File: config.mk
export PLATFORM = sky130hd
export DESIGN_NAME = i2c_tgt
export DESIGN_NICKNAME = d
export VERILOG_FILES = /design/src/rtl/i2c_tgt_pkg.sv /design/src/rtl/i2c_tgt_filter.sv /design/src/rtl/i2c_tgt_fsm.sv /design/src/rtl/i2c_tgt_regs.sv /design/src/rtl/i2c_tgt.sv
export SDC_FILE = /design/constraint.sdc
export NUM_CORES = 1
export LEC_CHECK = 0
export ABC_AREA = 0
export CAP_MARGIN = 20
export CORE_MARGIN = 3
export CORE_UTILIZATION = 45
export CTS_BUF_LIST = sky130_fd_sc_hd__clkbuf_8 sky130_fd_sc_hd__clkbuf_16
export DETAILED_ROUTE_END_ITERATION = 16
export SETUP_SLACK_MARGIN = 0.4
export SLEW_MARGIN = 10
export SYNTH_ARGS = -nofsm -noshare
export SYNTH_HDL_FRONTEND = slang
export SYNTH_SLANG_ARGS = --single-unit
File: constraint.sdc
create_clock -name clk_i -period 3 [get_ports clk_i]
set_input_delay 0.3 -clock clk_i [delete_from_list [all_inputs] [get_ports clk_i]]
set_output_delay 0.3 -clock clk_i [all_outputs]
set_load 0.005 [all_outputs]
File: src/rtl/i2c_tgt_pkg.sv
package i2c_tgt_pkg;
  localparam int REG_AW  = 3;
  localparam int DATA_W  = 8;
  localparam int TADDR_W = 7;
  localparam int FLAG_W  = 7;
  localparam int BIT_CNT_W = $clog2(DATA_W);

  localparam logic [REG_AW-1:0] RA_CTRL = 3'd0;
  localparam logic [REG_AW-1:0] RA_OWN  = 3'd1;
  localparam logic [REG_AW-1:0] RA_FLAG = 3'd2;
  localparam logic [REG_AW-1:0] RA_IEN  = 3'd3;
  localparam logic [REG_AW-1:0] RA_DATA = 3'd4;

  // flag / enable bit positions
  localparam int F_ADDR  = 0;
  localparam int F_RXD   = 1;
  localparam int F_TXD   = 2;
  localparam int F_EMPTY = 3;
  localparam int F_STOP  = 4;
  localparam int F_RDMODE = 5;
  localparam int F_GCALL = 6;

  // control bit positions
  localparam int C_NACK = 0;
  localparam int C_GCEN = 1;
  localparam int C_EN   = 2;

  typedef enum logic [3:0] {
    S_IDLE, S_ADDR, S_RX, S_AFALL, S_HOLD, S_AREL, S_ACK,
    S_THOLD, S_TREL, S_TX, S_TACK, S_TWAIT
  } tgt_state_e;
endpackage

File: src/rtl/i2c_tgt_filter.sv
module i2c_tgt_filter #(
  parameter int SYNC_STAGES = 2
) (
  input  logic clk_i,
  input  logic rst_ni,
  input  logic scl_i,
  input  logic sda_i,
  output logic sda_o,
  output logic scl_rise_o,
  output logic scl_fall_o,
  output logic start_o,
  output logic stop_o
);
  localparam int LINES = 2;

  logic [LINES-1:0] raw, synced, prev;
  assign raw = {sda_i, scl_i};

  for (genvar g = 0; g < LINES; g++) begin : g_sync
    logic [SYNC_STAGES-1:0] chain;
    always_ff @(posedge clk_i or negedge rst_ni) begin
      if (!rst_ni) chain <= '1;
      else         chain <= {chain[SYNC_STAGES-2:0], raw[g]};
    end
    assign synced[g] = chain[SYNC_STAGES-1];
  end

  always_ff @(posedge clk_i or negedge rst_ni) begin
    if (!rst_ni) prev <= '1;
    else         prev <= synced;
  end

  assign sda_o      = synced[1];
  assign scl_rise_o = synced[0] & ~prev[0];
  assign scl_fall_o = ~synced[0] & prev[0];
  assign start_o    = synced[0] & prev[0] & prev[1] & ~synced[1];
  assign stop_o     = synced[0] & prev[0] & ~prev[1] & synced[1];
endmodule

File: src/rtl/i2c_tgt_fsm.sv
module i2c_tgt_fsm
  import i2c_tgt_pkg::*;
(
  input  logic                 clk_i,
  input  logic                 rst_ni,
  input  logic                 en_i,
  input  logic                 gc_en_i,
  input  logic                 force_nack_i,
  input  logic [TADDR_W-1:0]   own_addr_i,
  input  logic                 sda_i,
  input  logic                 rise_i,
  input  logic                 fall_i,
  input  logic                 start_i,
  input  logic                 stop_i,
  input  logic                 rx_full_i,
  input  logic                 tx_full_i,
  input  logic [DATA_W-1:0]    tx_data_i,
  output logic                 rx_push_o,
  output logic [DATA_W-1:0]    rx_byte_o,
  output logic                 tx_pop_o,
  output logic [FLAG_W-1:0]    set_o,
  output logic                 scl_oe_o,
  output logic                 sda_oe_o
);
  tgt_state_e state;
  logic [DATA_W-1:0]    sh;
  logic [BIT_CNT_W-1:0] cnt;
  logic rw_q, is_addr, ack_q;

  logic act, byte_done, own_hit, gc_hit, addr_hit, tx_last;
  logic [DATA_W-1:0] byte_val;

  always_comb begin
    act       = en_i & ~start_i & ~stop_i;
    byte_val  = {sh[DATA_W-2:0], sda_i};
    byte_done = act & rise_i & (cnt == BIT_CNT_W'(DATA_W-1)) &
                ((state == S_ADDR) | (state == S_RX));
    own_hit   = byte_val[DATA_W-1:1] == own_addr_i;
    gc_hit    = gc_en_i & (byte_val[DATA_W-1:1] == '0) & ~byte_val[0];
    addr_hit  = byte_done & (state == S_ADDR) & (own_hit | gc_hit);
    rx_push_o = byte_done & (state == S_RX);
    rx_byte_o = byte_val;
    tx_pop_o  = act & (state == S_THOLD) & tx_full_i;
    tx_last   = act & (state == S_TX) & fall_i & (cnt == BIT_CNT_W'(DATA_W-1));

    set_o          = '0;
    set_o[F_ADDR]  = addr_hit;
    set_o[F_GCALL] = addr_hit & gc_hit;
    set_o[F_RDMODE] = addr_hit & byte_val[0];
    set_o[F_EMPTY] = (addr_hit & byte_val[0]) | tx_pop_o;
    set_o[F_RXD]   = rx_push_o;
    set_o[F_TXD]   = tx_last;
    set_o[F_STOP]  = en_i & stop_i;

    scl_oe_o = (state == S_HOLD) | (state == S_AREL) |
               (state == S_THOLD) | (state == S_TREL);
    sda_oe_o = (((state == S_AREL) | (state == S_ACK)) & ack_q) |
               (((state == S_TREL) | (state == S_TX)) & ~sh[DATA_W-1]);
  end

  always_ff @(posedge clk_i or negedge rst_ni) begin
    if (!rst_ni) begin
      state <= S_IDLE; sh <= '0; cnt <= '0;
      rw_q <= 1'b0; is_addr <= 1'b0; ack_q <= 1'b0;
    end else if (!en_i || stop_i) begin
      state <= S_IDLE;
    end else if (start_i) begin
      state <= S_ADDR; cnt <= '0;
    end else begin
      unique case (state)
        S_ADDR, S_RX: if (rise_i) begin
          sh  <= byte_val;
          cnt <= cnt + 1'b1;
          if (byte_done) begin
            is_addr <= (state == S_ADDR);
            if (state == S_RX) state <= S_AFALL;
            else if (addr_hit) begin
              rw_q  <= byte_val[0];
              state <= S_AFALL;
            end else state <= S_IDLE;
          end
        end
        S_AFALL: if (fall_i) state <= S_HOLD;
        S_HOLD: if (is_addr || !rx_full_i) begin
          ack_q <= is_addr | ~force_nack_i;
          state <= S_AREL;
        end
        S_AREL: state <= S_ACK;
        S_ACK: if (fall_i) begin
          if (!ack_q)    state <= S_IDLE;
          else if (rw_q) state <= S_THOLD;
          else begin state <= S_RX; cnt <= '0; end
        end
        S_THOLD: if (tx_full_i) begin
          sh <= tx_data_i; state <= S_TREL;
        end
        S_TREL: begin state <= S_TX; cnt <= '0; end
        S_TX: if (fall_i) begin
          sh  <= {sh[DATA_W-2:0], 1'b0};
          cnt <= cnt + 1'b1;
          if (tx_last) state <= S_TACK;
        end
        S_TACK:  if (rise_i) state <= sda_i ? S_IDLE : S_TWAIT;
        S_TWAIT: if (fall_i) state <= S_THOLD;
        default: state <= S_IDLE;
      endcase
    end
  end

  // a received byte not yet read keeps SCL low
  p_stretch_r3: assert property (@(posedge clk_i) disable iff (!rst_ni)
    (state == S_HOLD && !is_addr && rx_full_i && en_i && !stop_i && !start_i)
      |=> scl_oe_o);
  // the ACK/NACK level does not change inside the acknowledge bit
  p_ack_stable_r4: assert property (@(posedge clk_i) disable iff (!rst_ni)
    (state == S_ACK && $past(state) == S_ACK) |-> $stable(sda_oe_o));
  // a master NACK frees both lines
  p_nack_free_r6: assert property (@(posedge clk_i) disable iff (!rst_ni)
    (state == S_TACK && rise_i && sda_i && en_i && !start_i && !stop_i)
      |=> (!sda_oe_o && !scl_oe_o));
  // disabled block never drives
  p_quiet_r11: assert property (@(posedge clk_i) disable iff (!rst_ni)
    !$past(en_i) |-> (!scl_oe_o && !sda_oe_o));
endmodule

File: src/rtl/i2c_tgt_regs.sv
module i2c_tgt_regs
  import i2c_tgt_pkg::*;
(
  input  logic                 clk_i,
  input  logic                 rst_ni,
  input  logic                 we_i,
  input  logic                 re_i,
  input  logic [REG_AW-1:0]    addr_i,
  input  logic [DATA_W-1:0]    wdata_i,
  output logic [DATA_W-1:0]    rdata_o,
  input  logic [FLAG_W-1:0]    set_i,
  input  logic                 rx_push_i,
  input  logic [DATA_W-1:0]    rx_byte_i,
  input  logic                 tx_pop_i,
  output logic                 en_o,
  output logic                 gc_en_o,
  output logic                 force_nack_o,
  output logic [TADDR_W-1:0]   own_addr_o,
  output logic                 rx_full_o,
  output logic                 tx_full_o,
  output logic [DATA_W-1:0]    tx_data_o,
  output logic                 irq_o
);
  localparam int CTRL_W = 3;

  logic [CTRL_W-1:0] ctrl;
  logic [FLAG_W-1:0] flags, ien;
  logic [DATA_W-1:0] rx_data;
  logic wr_flag, wr_data, rd_data;

  assign wr_flag = we_i && addr_i == RA_FLAG;
  assign wr_data = we_i && addr_i == RA_DATA;
  assign rd_data = re_i && addr_i == RA_DATA;

  always_ff @(posedge clk_i or negedge rst_ni) begin
    if (!rst_ni) begin
      ctrl <= '0; own_addr_o <= '0; flags <= '0; ien <= '0;
      rx_data <= '0; tx_data_o <= '0; rx_full_o <= 1'b0; tx_full_o <= 1'b0;
    end else begin
      if (we_i && addr_i == RA_CTRL) ctrl <= wdata_i[CTRL_W-1:0];
      if (we_i && addr_i == RA_OWN)  own_addr_o <= wdata_i[TADDR_W-1:0];
      if (we_i && addr_i == RA_IEN)  ien <= wdata_i[FLAG_W-1:0];
      flags <= (wr_flag ? (flags & wdata_i[FLAG_W-1:0]) : flags) | set_i;
      if (rx_push_i) begin
        rx_data   <= rx_byte_i;
        rx_full_o <= 1'b1;
      end else if (rd_data) rx_full_o <= 1'b0;
      if (wr_data) begin
        tx_data_o <= wdata_i;
        tx_full_o <= 1'b1;
      end else if (tx_pop_i) tx_full_o <= 1'b0;
    end
  end

  always_comb begin
    unique case (addr_i)
      RA_CTRL: rdata_o = DATA_W'(ctrl);
      RA_OWN:  rdata_o = DATA_W'(own_addr_o);
      RA_FLAG: rdata_o = DATA_W'(flags);
      RA_IEN:  rdata_o = DATA_W'(ien);
      RA_DATA: rdata_o = rx_data;
      default: rdata_o = '0;
    endcase
  end

  assign en_o         = ctrl[C_EN];
  assign gc_en_o      = ctrl[C_GCEN];
  assign force_nack_o = ctrl[C_NACK];
  assign irq_o        = |(flags & ien);

  // write-0 clears unless the same bit is being posted
  p_clear_r8: assert property (@(posedge clk_i) disable iff (!rst_ni)
    wr_flag |=> ((flags & ~$past(wdata_i[FLAG_W-1:0]) & ~$past(set_i)) == '0));
  // a received byte marks the register full and posts its flag
  p_rx_flag_r3: assert property (@(posedge clk_i) disable iff (!rst_ni)
    rx_push_i |=> (rx_full_o && flags[F_RXD]));
  // a byte moved to the shifter empties the data register
  p_tx_pop_r5: assert property (@(posedge clk_i) disable iff (!rst_ni)
    (tx_pop_i && !wr_data) |=> !tx_full_o);
endmodule

File: src/rtl/i2c_tgt.sv
module i2c_tgt
  import i2c_tgt_pkg::*;
#(
  parameter int SYNC_STAGES = 2
) (
  input  logic              clk_i,
  input  logic              rst_ni,
  input  logic              reg_we_i,
  input  logic              reg_re_i,
  input  logic [REG_AW-1:0] reg_addr_i,
  input  logic [DATA_W-1:0] reg_wdata_i,
  output logic [DATA_W-1:0] reg_rdata_o,
  output logic              irq_o,
  input  logic              scl_i,
  input  logic              sda_i,
  output logic              scl_oe_o,
  output logic              sda_oe_o
);
  logic sda_s, rise, fall, start, stop;
  logic en, gc_en, force_nack, rx_full, tx_full, rx_push, tx_pop;
  logic [TADDR_W-1:0] own_addr;
  logic [DATA_W-1:0]  tx_data, rx_byte;
  logic [FLAG_W-1:0]  set;

  i2c_tgt_filter #(.SYNC_STAGES(SYNC_STAGES)) u_filter (
    .clk_i, .rst_ni, .scl_i, .sda_i,
    .sda_o(sda_s), .scl_rise_o(rise), .scl_fall_o(fall),
    .start_o(start), .stop_o(stop)
  );

  i2c_tgt_fsm u_fsm (
    .clk_i, .rst_ni, .en_i(en), .gc_en_i(gc_en), .force_nack_i(force_nack),
    .own_addr_i(own_addr), .sda_i(sda_s), .rise_i(rise), .fall_i(fall),
    .start_i(start), .stop_i(stop), .rx_full_i(rx_full), .tx_full_i(tx_full),
    .tx_data_i(tx_data), .rx_push_o(rx_push), .rx_byte_o(rx_byte),
    .tx_pop_o(tx_pop), .set_o(set), .scl_oe_o, .sda_oe_o
  );

  i2c_tgt_regs u_regs (
    .clk_i, .rst_ni, .we_i(reg_we_i), .re_i(reg_re_i), .addr_i(reg_addr_i),
    .wdata_i(reg_wdata_i), .rdata_o(reg_rdata_o), .set_i(set),
    .rx_push_i(rx_push), .rx_byte_i(rx_byte), .tx_pop_i(tx_pop),
    .en_o(en), .gc_en_o(gc_en), .force_nack_o(force_nack),
    .own_addr_o(own_addr), .rx_full_o(rx_full), .tx_full_o(tx_full),
    .tx_data_o(tx_data), .irq_o
  );
endmodule

* After elaboration in Yosys (flattened, before gate mapping)
Index checks and enable logic that the tools add are counted.
Widths: inputs -> output; s select.
** Operators by class
- Bitwise gates (word level) :: 50
- $add $sub $neg :: 1
- Reductions and logical operators :: 24
- Multiplexer cells :: 35
- Equality and inequality tests :: 35
** Operator list (number)
- $mux 4 :: 15
- $pmux 4 s10 :: 1
- $pmux 8 s5 :: 1
- $and 1x1->1 :: 27
- $mux 8 :: 3
- $pmux 8 s3 :: 1
- $mux 3 :: 7
- $ne 4x1->1 const B :: 5
- $eq 4x3->1 const B :: 4
- $eq 4x4->1 const B :: 4
- $ne 4x2->1 const B :: 4
- $and 7x7->7 :: 2
- $reduce_and 7->1 :: 2
- $ne 3x1->1 const B :: 4
- $pmux 3 s4 :: 1
- $not 1->1 :: 10
- $or 1x1->1 :: 10
- $reduce_and 10->1 :: 1
- $eq 4x2->1 const B :: 2
- $eq 7x7->1 :: 1
- $logic_not 7->1 :: 1
- $mux 7 :: 1
- $or 7x7->7 :: 1
- $reduce_or 7->1 :: 1
- 21 further kinds :: 36
** Word-level totals
- Word-level logic and storage cells :: 162
- Output and inout port bits :: 11
- Input bits :: 17
- Flip-flop bits (word level) :: 66

* Depth between registers and ports, before layout
- Depth in word-level cells :: 18
- Mapped depth :: 8
- Mapped depth without buffers :: 7

* By module
From an unflattened synthesis, not the netlist that was laid out.
** Second synthesis, totals
- Cell total of the unflattened synthesis :: 346
- Area, all modules :: 3818.7 um^2
** Modules (own cells, without submodules)
- i2c_tgt_regs :: cells an instance 144, instances 1, area an instance 2009.4 um^2, sequential area each 1051.0 um^2
- i2c_tgt_fsm :: cells an instance 192, instances 1, area an instance 1619.1 um^2, sequential area each 450.4 um^2
- i2c_tgt_filter :: cells an instance 10, instances 1, area an instance 190.2 um^2, sequential area each 157.7 um^2

* Worst setup path after synthesis
OpenSTA, ideal clock, no wires.
- Kind :: reg-to-reg
- From :: reg u_fsm.state[2]
- To :: reg u_fsm.state[1]
- Required time :: 2.925 ns
- Setup time :: 0.075 ns
- Stages on the path, launching flop included :: 9
- Slack :: 0.985 ns
- Data arrival time :: 1.940 ns
- Period minus slack after synthesis :: 2.015 ns
- Path buffers :: 1
- Cells stage by stage :: dfrtp_1 -> inv_1 -> ha_1 -> buf_6 -> or3b_1 -> a32oi_1 -> o211ai_1 -> or3_4 -> o2bb2ai_2
** On the way
- Cells in the longest elaborated chain, start to end :: 12
- Elaborated cells on any way between the ends :: 37
- Those cells by class :: eq/ne: 21; mux: 7; bitwise: 7; reduce/logical: 2
** RTL lines
- from (decl) :: RTL line i2c_tgt_fsm.sv:25 : tgt_state_e state;
- from (signal assigned) :: RTL line i2c_tgt_fsm.sv:103 : S_TACK: if (rise_i) state <= sda_i ? S_IDLE : S_TWAIT;
- $eq 4x1->1 or $eq 4x2->1 (tied branches)
- $or 1x1->1 :: RTL line i2c_tgt_fsm.sv:37 : ((state == S_ADDR) | (state == S_RX));
- $and 1x1->1 :: RTL line i2c_tgt_fsm.sv:36 : byte_done = act & rise_i & (cnt == BIT_CNT_W'(DATA_W-1)) &
- $and 1x1->1 (2 in series) :: RTL line i2c_tgt_fsm.sv:40 : addr_hit = byte_done & (state == S_ADDR) & (own_hit | gc_hit);
- $mux 2 :: RTL line i2c_tgt_fsm.sv:77 : else if (addr_hit) begin
- $mux 4 :: RTL line i2c_tgt_fsm.sv:76 : if (state == S_RX) state <= S_AFALL;
- $mux 4 :: RTL line i2c_tgt_fsm.sv:74 : if (byte_done) begin
- $mux 4 :: RTL line i2c_tgt_fsm.sv:71 : S_ADDR, S_RX: if (rise_i) begin
- $pmux 4 s10 :: RTL line i2c_tgt_fsm.sv:70 : unique case (state)
- $mux 4 :: RTL line i2c_tgt_fsm.sv:67 : end else if (start_i) begin
- $mux 4 :: RTL line i2c_tgt_fsm.sv:65 : end else if (!en_i || stop_i) begin
Parallel ways exist; a longest one is shown, timed or not. The select of a mux whose other input is x is not followed.
A chain may end at the register's enable or synchronous reset.

* Final worst setup path
- From :: reg u_fsm.state[3]
- To :: out sda_oe_o
** On the way
- Cells in the longest elaborated chain, start to end :: 4
- Elaborated cells on any way between the ends :: 9
- Those cells by class :: eq/ne: 4; bitwise: 5
** RTL lines
- $eq 4x3->1 or $eq 4x4->1 (tied branches) :: RTL line i2c_tgt_fsm.sv:57, i2c_tgt_fsm.sv:58
- $or 1x1->1, on equally long branches :: RTL line i2c_tgt_fsm.sv:57, i2c_tgt_fsm.sv:58
- $and 1x1->1, on equally long branches :: RTL line i2c_tgt_fsm.sv:57, i2c_tgt_fsm.sv:58
- $or 1x1->1 (*) :: RTL line i2c_tgt_fsm.sv:57 : sda_oe_o = (((state == S_AREL) | (state == S_ACK)) & ack_q) |
- to (decl) :: RTL line i2c_tgt.sv:17 : output logic sda_oe_o
Every way passes the cells marked *; elsewhere a longest branch is shown, timed or not.

==> impl_summary.log <==
INFO  metric outcome = complete, no violations
INFO  metric routed_wirelength = 8.48 mm
INFO  metric dpl.hpwl = 6.26 mm
INFO  metric timing.fmax = 0.410 GHz
INFO  metric cts_post_setup_buffers_inserted = 0
INFO  metric max-vdd-ir-drop = 315 uV
INFO  metric initial_antenna_violation_count = 0
INFO  metric grt.total_usage = a little over a fifth
INFO  metric asyncSetResetFlopFracSynth = 100%
INFO  metric count_of_flip_flops_with_a_built_in_enable_after_synthesis = 0
INFO  metric final_hold_viol_count = 0
INFO  metric htreeDepth = 3
INFO  metric synth-seq-cells = 66
INFO  metric mappedNetlistNets = 355
INFO  metric detail_route.drc_violations = 0
INFO  metric floorplan.initialDensity = 47.5%
INFO  metric r2r_setup_slack = around 810 ps
INFO  metric slew-limit-headroom = 45.8%
INFO  metric port_buffers = 27
INFO  metric critPathArrivalTime = 2140 ps
INFO  metric post_synth_num_cell_types = 52
INFO  metric drt_first_iter_violations = 138
INFO  metric tritoncts = done
INFO  metric worst_setup_path_end_kind = output pin
INFO  metric critical_path.max_fanout = 12
INFO  metric drive_gt1_share = a little under a quarter
INFO  metric post_cts_resized = 0
INFO  metric num_rows = 31
INFO  metric post_cts_hold_buffer_count = 0
INFO  metric cts.root.buffer_cell = clkbuf_8
INFO  metric timing.rr.start = u_fsm.state[1]
INFO  metric post_drt_via_cell_ratio = 5.72
INFO  metric clk_buf_depth = 2
INFO  metric grt_setup_unrepaired = no
INFO  metric critPathLaunch = u_fsm.state[3]
INFO  metric start_kind = flip-flop
INFO  metric reg2reg_path_depth = 6
INFO  metric post-route-worst-setup-slack = 563 ps
INFO  metric final_period_minus_worst_setup_slack = approximately 2400 ps
INFO  metric gp_congestion = 0.833
INFO  metric antenna_left = 0
INFO  metric grt_start_max_net_pins = 35
INFO  metric number_of_clock_buffers_inserted_by_tritoncts = 9
INFO  metric detailroute.via_count = 2,705
INFO  metric grt_pass1_vias = 2,675
INFO  metric worst_min_path_class = in -> async
INFO  metric drv_slew = 0
INFO  metric tightest_slew = 814 ps
INFO  metric final.period_utilization = 81.2%
INFO  metric vertical_die_dimension = about 94 um
INFO  metric leading_area_contributor_after_synthesis = dfrtp_1
INFO  metric postSynth.topFlopCell = dfrtp_1
INFO  metric yosys.area.top_type_share = 42.6%
INFO  metric dpl_cell_area = 3940 um^2
INFO  metric timing.rr.end = u_fsm.sh[4]
INFO  metric critPathRequiredTime = 2700 ps
INFO  metric synth_area_per_cell = about 11 um^2
INFO  metric finish.net_count = 391
INFO  metric fp.dieArea = 8920 um^2
INFO  metric design.portCount = 28
INFO  metric clock_latency_reported_for_the_late_side_of_the_worst_skew_pair = between 300 and 400 ps
INFO  metric setup_viol = 0
INFO  metric p_leak = about 1.8 nW
INFO  metric setup_total_negative_slack = 0 ps
INFO  metric drt_first_pass_iters = 5
INFO  metric postSynthCellCount = about 330
INFO  metric synth.most_common_cell = dfrtp_1
INFO  metric synth_area_leaders = dfrtp_1 43%, mux2_2 13%, dfstp_2 4.5%
INFO  metric syn-cell-area = 3520 um^2
INFO  metric worst_setup_hold_path_clk_slew = 70 ps
INFO  metric pre_cts_slack = about 480 ps
INFO  metric grt_overflow = 0
INFO  metric final_area = 4150 um^2
INFO  metric critPathKind = reg -> out
INFO  metric fp.coreArea = 7410 um^2
INFO  metric max_cap_viol_count = 0
INFO  metric horiz_die_dim = around 94 um
INFO  metric synth-seq-area-share = 47.1%
INFO  metric ys_warn_count = 0
INFO  metric power_density = between 500 and 600 nW/um^2
INFO  metric area_delta_synth_final = 17.9%
INFO  metric ys_top_cells_by_count = 60 x dfrtp_1, 41 x mux2_2, 40 x nand2_1
INFO  metric worst_clock_skew = 7.51 ps
INFO  metric wl_per_cell = 17.9 um
INFO  metric cts_num_sinks = 66
INFO  metric antenna_cell_count = 0
INFO  metric grt_pass1_wl = 14.1 mm
[state kept, by name, indices dropped and copies added (netlist names)]
register / flops
u_fsm.is_addr: 1
u_fsm.rw_q: 1
u_filter.prev: 2
u_fsm.cnt: 3
u_fsm.ack_q: 1
u_regs.ctrl: 3
u_regs.rx_data: 8
u_regs.own_addr_o: 7
u_regs.tx_full_o: 1
u_fsm.sh: 8
u_regs.rx_full_o: 1
u_regs.tx_data_o: 8
u_fsm.state: 4
u_regs.ien: 7
u_filter.g_sync.chain: 4
u_regs.flags: 7
[worst max-delay path by stage]
stage	endpoint	slack [ps]	depth (start not counted)
floorplan	u_fsm.state[1]	980	8
global placement	reg_rdata_o[6]	530	6
detailed placement	reg_rdata_o[6]	480	6
CTS	reg_rdata_o[4]	490	6
global route	reg_rdata_o[4]	440	6
finish	sda_oe_o	560	5
[worst max-delay path: stages (launching register included)]
cell             delay (ps)
dfrtp_1                 420
inv_1                   100
ha_1                    400
nand2_1                 100
o32ai_1                 240
clkdlybuf4s50_1         540
[metrics by stage]
step           utilization [%]  hold slack (ps)  power (mW)  cells
2_1_floorplan                -             4.41        1.31    333
3_3_place_gp              53.2              346        1.47    457
3_5_place_dp              53.2              347        1.49    457
4_1_cts                   55.9             52.9        2.25    473
5_1_grt                   56.0             82.2        2.35    473
6_report                  56.0             40.4        2.23    473
[placed cells by master, fill, tap and decap left out, types with 4 or more instances in the layout]
cell type and count:
a21oi_1 8, clkdlybuf4s50_1 26, a32oi_1 4, nor2b_1 6, mux2_2 41, nand4_1 4, dfstp_2 6, nand2b_1 6
dfrtp_1 60, o21ai_0 25, clkbuf_8 10, nand2_1 40, inv_1 15, nand3_1 8, a22oi_1 6, xor2_1 4
xnor2_1 5, and3b_1 4, nor2_1 13, ha_1 4, mux2i_1 11, buf_4 10
[layer usage]
| metal | vias to the layer above | share of wire (%) | global-route usage [%] |
|---|---|---|---|
| met2 | 62 | 45 | 31.4 |
| met5 | - | 0 | 0 |
| met4 | 0 | 1.2 | 6.37 |
| met1 | 1360 | 50 | 30.0 |
| met3 | 12 | 3.9 | 5.50 |
| li1 | 1271 | - | - |
[area by class of cell]
cell class	count	area (um^2)
clock buffer	10	138
clock inverter	6	66.3
fill	678	3260
inverter	15	56.3
multi-input combinational	239	1750
sequential	66	1660
tap	99	124
timing repair buffer	38	360
[cells by family after synthesis]
| kind of cell | after synthesis | synth area share [%] |
|---|---|---|
| compound gates | 69 | 13.4 |
| xor+xnor | 9 | 2.24 |
| fa+ha+maj | 5 | 1.78 |
| buf+inv | 28 | 3.48 |
| flops | 66 | 47.1 |
| mux | 54 | 17.2 |
| simple gates | 102 | 14.8 |
[report_power, final]
group / internal, mW / switching, mW
logic: 0.203 / 0.156
registers: 1.01 / 0.103
clock network: 0.406 / 0.352
total: 1.61 / 0.611
(Power assumes the default switching activity.)
